<file path="src/rtl/selalu_pkg.sv">
package selalu_pkg;

  localparam int OPW = 4;

  localparam logic [OPW-1:0] OP_AND  = 4'd0;
  localparam logic [OPW-1:0] OP_OR   = 4'd1;
  localparam logic [OPW-1:0] OP_NAND = 4'd2;
  localparam logic [OPW-1:0] OP_NOR  = 4'd3;
  localparam logic [OPW-1:0] OP_NOTA = 4'd4;
  localparam logic [OPW-1:0] OP_XOR  = 4'd5;
  localparam logic [OPW-1:0] OP_XNOR = 4'd6;
  localparam logic [OPW-1:0] OP_ADD  = 4'd7;
  localparam logic [OPW-1:0] OP_SUB  = 4'd8;

  // Entry vectors: bit k is the entry picked by index k, index = {hi, lo}.
  typedef struct packed {
    logic [3:0] hid1;   // neuron one entries, indexed by {a, b}
    logic [3:0] hid2;   // neuron two entries, indexed by {a, b}
    logic [3:0] outn;   // output neuron entries, indexed by {f1, f2}
    logic       arith;  // bypass output neuron
  } entry_set_t;

endpackage

</file>
<file path="src/rtl/selalu_entry_gen.sv">
module selalu_entry_gen
  import selalu_pkg::*;
(
  input  logic [OPW-1:0] op,
  input  logic           cin,
  output entry_set_t     ent
);

  // Pass-through hidden layer for logic: f1 follows a, f2 follows b.
  localparam logic [3:0] HID_A = 4'b1100;
  localparam logic [3:0] HID_B = 4'b1010;

  always_comb begin
    ent.hid1  = HID_A;
    ent.hid2  = HID_B;
    ent.outn  = 4'b0000;
    ent.arith = 1'b0;
    case (op)
      OP_AND:  ent.outn = 4'b1000;
      OP_OR:   ent.outn = 4'b1110;
      OP_NAND: ent.outn = 4'b0111;
      OP_NOR:  ent.outn = 4'b0001;
      OP_NOTA: ent.outn = 4'b0011;
      OP_XOR:  ent.outn = 4'b0110;
      OP_XNOR: ent.outn = 4'b1001;
      OP_ADD: begin
        ent.arith = 1'b1;
        ent.hid1  = {cin, ~cin, ~cin, cin};
        ent.hid2  = {1'b1, cin, cin, 1'b0};
      end
      OP_SUB: begin
        ent.arith = 1'b1;
        ent.hid1  = {cin, ~cin, ~cin, cin};
        ent.hid2  = {cin, 1'b0, 1'b1, cin};
      end
      default: begin
        ent.hid1 = 4'b0000;
        ent.hid2 = 4'b0000;
      end
    endcase
  end

endmodule

</file>
<file path="src/rtl/selalu_pick4.sv">
module selalu_pick4 (
  input  logic [3:0] entries,
  input  logic [1:0] sel,
  output logic       y
);

  always_comb begin
    case (sel)
      2'd0:    y = entries[0];
      2'd1:    y = entries[1];
      2'd2:    y = entries[2];
      default: y = entries[3];
    endcase
  end

endmodule

</file>
<file path="src/rtl/selalu_slice.sv">
module selalu_slice
  import selalu_pkg::*;
(
  input  logic [OPW-1:0] op,
  input  logic           a,
  input  logic           b,
  input  logic           cin,
  output logic           y,
  output logic           cout
);

  entry_set_t ent;
  logic f1, f2, g;

  selalu_entry_gen u_gen (.op(op), .cin(cin), .ent(ent));

  selalu_pick4 u_n1 (.entries(ent.hid1), .sel({a, b}),   .y(f1));
  selalu_pick4 u_n2 (.entries(ent.hid2), .sel({a, b}),   .y(f2));
  selalu_pick4 u_n3 (.entries(ent.outn), .sel({f1, f2}), .y(g));

  assign y    = ent.arith ? f1 : g;
  assign cout = ent.arith ? f2 : 1'b0;

endmodule

</file>
<file path="src/rtl/selalu_top.sv">
module selalu_top
  import selalu_pkg::*;
#(
  parameter int W = 8
) (
  input  logic           clk,
  input  logic           rst_n,
  input  logic           en,
  input  logic [3:0]     op,
  input  logic [W-1:0]   a,
  input  logic [W-1:0]   b,
  input  logic           cin,
  output logic [W-1:0]   result,
  output logic           cout
);

  localparam int SUMW = W + 1;

  logic [W:0]   chain;
  logic [W-1:0] res_c;
  logic [W-1:0] res_d;
  logic         cout_d;

  assign chain[0] = cin;

  for (genvar i = 0; i < W; i++) begin : g_bit
    selalu_slice u_slice (
      .op   (op),
      .a    (a[i]),
      .b    (b[i]),
      .cin  (chain[i]),
      .y    (res_c[i]),
      .cout (chain[i+1])
    );
  end

  // Next-state: hold unless enabled.
  always_comb begin
    res_d  = result;
    cout_d = cout;
    if (en) begin
      res_d  = res_c;
      cout_d = chain[W];
    end
  end

  always_ff @(posedge clk or negedge rst_n) begin
    if (!rst_n) begin
      result <= '0;
      cout   <= 1'b0;
    end else begin
      result <= res_d;
      cout   <= cout_d;
    end
  end

  // R5 addition against arithmetic
  a_r5_add_sum: assert property (@(posedge clk) disable iff (!rst_n)
    (en && op == OP_ADD) |=>
      {cout, result} == ({1'b0, $past(a)} + {1'b0, $past(b)} + SUMW'($past(cin))));

  // R6 subtraction against arithmetic
  a_r6_sub_diff: assert property (@(posedge clk) disable iff (!rst_n)
    (en && op == OP_SUB) |=>
      {cout, result} == ({1'b0, $past(a)} - {1'b0, $past(b)} - SUMW'($past(cin))));

  // R8 no carry for logic codes
  a_r8_logic_nocarry: assert property (@(posedge clk) disable iff (!rst_n)
    (en && op <= OP_XNOR) |=> !cout);

  // R9 unused codes give zero
  a_r9_unused_zero: assert property (@(posedge clk) disable iff (!rst_n)
    (en && op > OP_SUB) |=> (result == '0 && !cout));

  // R2 hold while disabled
  a_r2_hold: assert property (@(posedge clk) disable iff (!rst_n)
    !en |=> ($stable(result) && $stable(cout)));

  // R4 inverse of a
  a_r4_nota: assert property (@(posedge clk) disable iff (!rst_n)
    (en && op == OP_NOTA) |=> result == ~$past(a));

endmodule

</file>
<file path="config.mk">
export PLATFORM = sky130hd
export DESIGN_NAME = selalu_top
export DESIGN_NICKNAME = d
export VERILOG_FILES = /design/src/rtl/selalu_pkg.sv /design/src/rtl/selalu_entry_gen.sv /design/src/rtl/selalu_pick4.sv /design/src/rtl/selalu_slice.sv /design/src/rtl/selalu_top.sv
export SDC_FILE = /design/constraint.sdc
export NUM_CORES = 1
export LEC_CHECK = 0
export ABC_AREA = 1
export CAP_MARGIN = 25
export CORE_ASPECT_RATIO = 1.4
export CORE_MARGIN = 3
export CORE_UTILIZATION = 35
export DETAILED_ROUTE_END_ITERATION = 12
export DONT_BUFFER_PORTS = 1
export GPL_ROUTABILITY_DRIVEN = 0
export SLEW_MARGIN = 30
export SYNTH_ARGS = -nofsm -noshare
export SYNTH_HDL_FRONTEND = slang
export SYNTH_SLANG_ARGS = --single-unit
</file>
<file path="constraint.sdc">
create_clock -name clk -period 0.8 [get_ports clk]
set_input_delay 0.16 -clock clk [delete_from_list [all_inputs] [get_ports clk]]
set_output_delay 0.16 -clock clk [all_outputs]
set_load 0.01 [all_outputs]
</file>
==> flow_summary.json <==
{
  "status": "finished, violations left",
  "violations": "negative setup slack",
  "core_um2": 4090,
  "reg2reg_setup_slack_ns": -0.05,
  "crit_path_start_kind": "input pin",
  "synth_sequential_area_ratio_pct": 14.7,
  "wl_per_cell_um": 12.6,
  "post-route-period-util_pct": 352,
  "initial_core_util_pct": 37.5,
  "path_max_fanout": 7,
  "drt_iter0_markers": 67,
  "track_usage_pct": 18.9,
  "slew_headroom_pct": 69.6,
  "die_width_um": 62.0,
  "die_h_um": 84.3,
  "hold_ws_ns": 0.0725,
  "syn_inst": 270,
  "synth_top_area_share_pct": 20.1,
  "drv_cap": 0,
  "port_buffers": 0,
  "rsz0062_at_grt": "yes",
  "setup_violations": 18,
  "regToRegEndpoint": "result[7]",
  "cts_buffers": 3,
  "synth_seq_cells": 9,
  "clock_sinks": 9,
  "max_freq_mhz": 355,
  "cp-end-kind": "flip-flop",
  "root_buffer": "clkbuf_8",
  "drive_above_1_share_pct": 51.4,
  "die_area_um2": 5220,
  "htree_num_levels": 1,
  "hold_viol": 0,
  "nFillCells": 358,
  "clock_latency_ns": 0.24,
  "synth_top_cell_by_area": "nand2_1",
  "grt_max_degree": 12,
  "nets": 383,
  "final_common_cell": "buf_4",
  "drtAntennaViolNets": 0,
  "grt_overflow": 0,
  "cpPeakStageDelay_ns": 0.11,
  "fin_ws_ns": -2.01,
  "clk_path_buf_depth": 2,
  "critPathSlowestCell": "nand3_4",
  "yosysWarnings": 0,
  "layout_common_cells": "buf_4 (62), nand2_1 (55), nand2_2 (37)",
  "hold_class": "input pin to flip-flop",
  "syn-mean-instance-area_um2": 5.68,
  "crit_path_start": "op[1]",
  "vias": 2147,
  "yosys.cell_types.count": 26,
  "grt_pass1_vias": 1880,
  "syn_nets": 294,
  "crit_end": "result[7]",
  "wirelength_um": 5250,
  "grt_antenna_before_repair": 0,
  "dpl.hpwl_um": 3460,
  "synth.area.top_cells": "nand2_1 (20%), dfrtp_1 (15%), nand3_1 (8.8%)",
  "dr.pass1.iters": 4,
  "drv_slew": 0,
  "r2r_start": "result[7]",
  "skew_ns": 0,
  "grt_pass1_wl_um": 7760,
  "critPathArrivalTime_ns": 2.99,
  "cts_tree": "yes",
  "multi_input_area_um2": 1440,
  "syn2layout_area_growth_pct": 76.2,
  "p_leak_uw": 0.00131,
  "via_per_inst": 5.16,
  "crit_type": "input pin to flip-flop",
  "pwr_density_cell_nw_per_um2": 993,
  "cp.required_ns": 0.98,
  "worst_slew_pin_slew_ns": 0.454,
  "seqCellArea_um2": 225,
  "rows": 27,
  "total_power_uw": 2680,
  "drc_errors": 0,
  "clk_pin_slew_worst_paths_ns": 0.04,
  "peakVddDrop_uv": 447,
  "ios": 33,
  "cpMostUsedCell": "nand2_2",
  "rr_worst_depth": 3,
  "finalCriticalPeriod_ns": 2.81,
  "synth_area_um2": 1530,
  "diodes": 0
}
## how the worst min path moves through the flow
stage / cells past startpoint / from / to / slack (ns)
floorplan: 0 / rst_n / cout / -0.14
global placement: 0 / rst_n / result[0] / -0.14
detailed placement: 0 / rst_n / result[0] / -0.14
CTS: 2 / en / result[0] / 0.07
global route: 2 / en / result[0] / 0.1
finish: 2 / en / result[0] / 0.07
## what timing repair did
item                                   in CTS  in global routing
hold buffers                                1                  0
setup endpoints to repair                  18                 18
setup buffers                              33                 16
pin swaps                                   7                 34
endpoints found under the hold margin       9                  0
gates resized for setup                    58                 66
## final cells by class
cell class                      instances  area share, %
Multi-Input combinational cell        224           53.1
Timing Repair Buffer                   89           28.4
Inverter                               32           5.79
Sequential cell                         9           8.33
Clock buffer                            4           1.67
Tap cell                               58           2.69
## logic make-up (layout without fill, tap and decap cells)
| logic type | count (synthesis) | in the layout | share of synthesized area, % |
|---|---|---|---|
| DFF | 9 | 9 | 14.7 |
| AOI/OAI and AO/OA | 56 | 56 | 22.3 |
| buffers and inverters | 37 | 125 | 9.71 |
| and+or+nand+nor | 168 | 168 | 53.3 |
## metal layers
metal / part of all wire [%] / track usage [%] / up-vias / wire [um]
met5: 0 / 0 / - / 0
met4: 3.7 / 9.46 / 0 / 194
met3: 3.7 / 2.31 / 18 / 195
met2: 53 / 32.5 / 54 / 2760
met1: 40 / 21.7 / 991 / 2100
li1: - / - / 1084 / -
## through the flow
step | instance area, um2 | worst slack [ns] | TNS, ns | cells | util [%]
2_1_floorplan | 1550 | -2.05 | -13.36 | 270 | -
3_3_place_gp | 1950 | -2.11 | -14.76 | 371 | 47.7
3_5_place_dp | 1950 | -2.22 | -15.32 | 371 | 47.7
4_1_cts | 2400 | -1.87 | -14.09 | 404 | 58.6
5_1_grt | 2700 | -2.36 | -18.41 | 416 | 66.1
6_report | 2700 | -2.01 | -15.91 | 416 | 66.1
## sequential cells by signal, indices dropped and copies added, names as in the netlist
name / flops
cout: 1
result: 8
## critical path, delay by kind of cell
family,cells,cell delay [ns]
buffers and inverters,1,0.05
and+or+nand+nor,38,2.77
## report_power, final
part	switching [uW]	internal [uW]	leakage, uW	total, uW
logic	739	831	0.00117	1570
registers	54.2	529	0.000116	583
clock network	183	347	0.0000228	531
total	977	1710	0.00131	2680
## synthesized netlist by cell type
master	instances
nand2_1	82
inv_1	30
nand3_1	27
nor2_1	27
o21ai_0	19
nand2_2	15
o211ai_1	13
a21oi_1	10
dfrtp_1	9
nand3_4	6
nor3_1	5
o31ai_1	5
nand3_2	3
o21ai_1	3
buf_2	2
clkbuf_1	2
inv_2	2
o22ai_1	2
a21oi_2	1
a22oi_1	1
a32o_1	1
buf_6	1
nand4_1	1
nor2_2	1
o32ai_1	1
or2_2	1
Power figures use the tool's default switching activity.
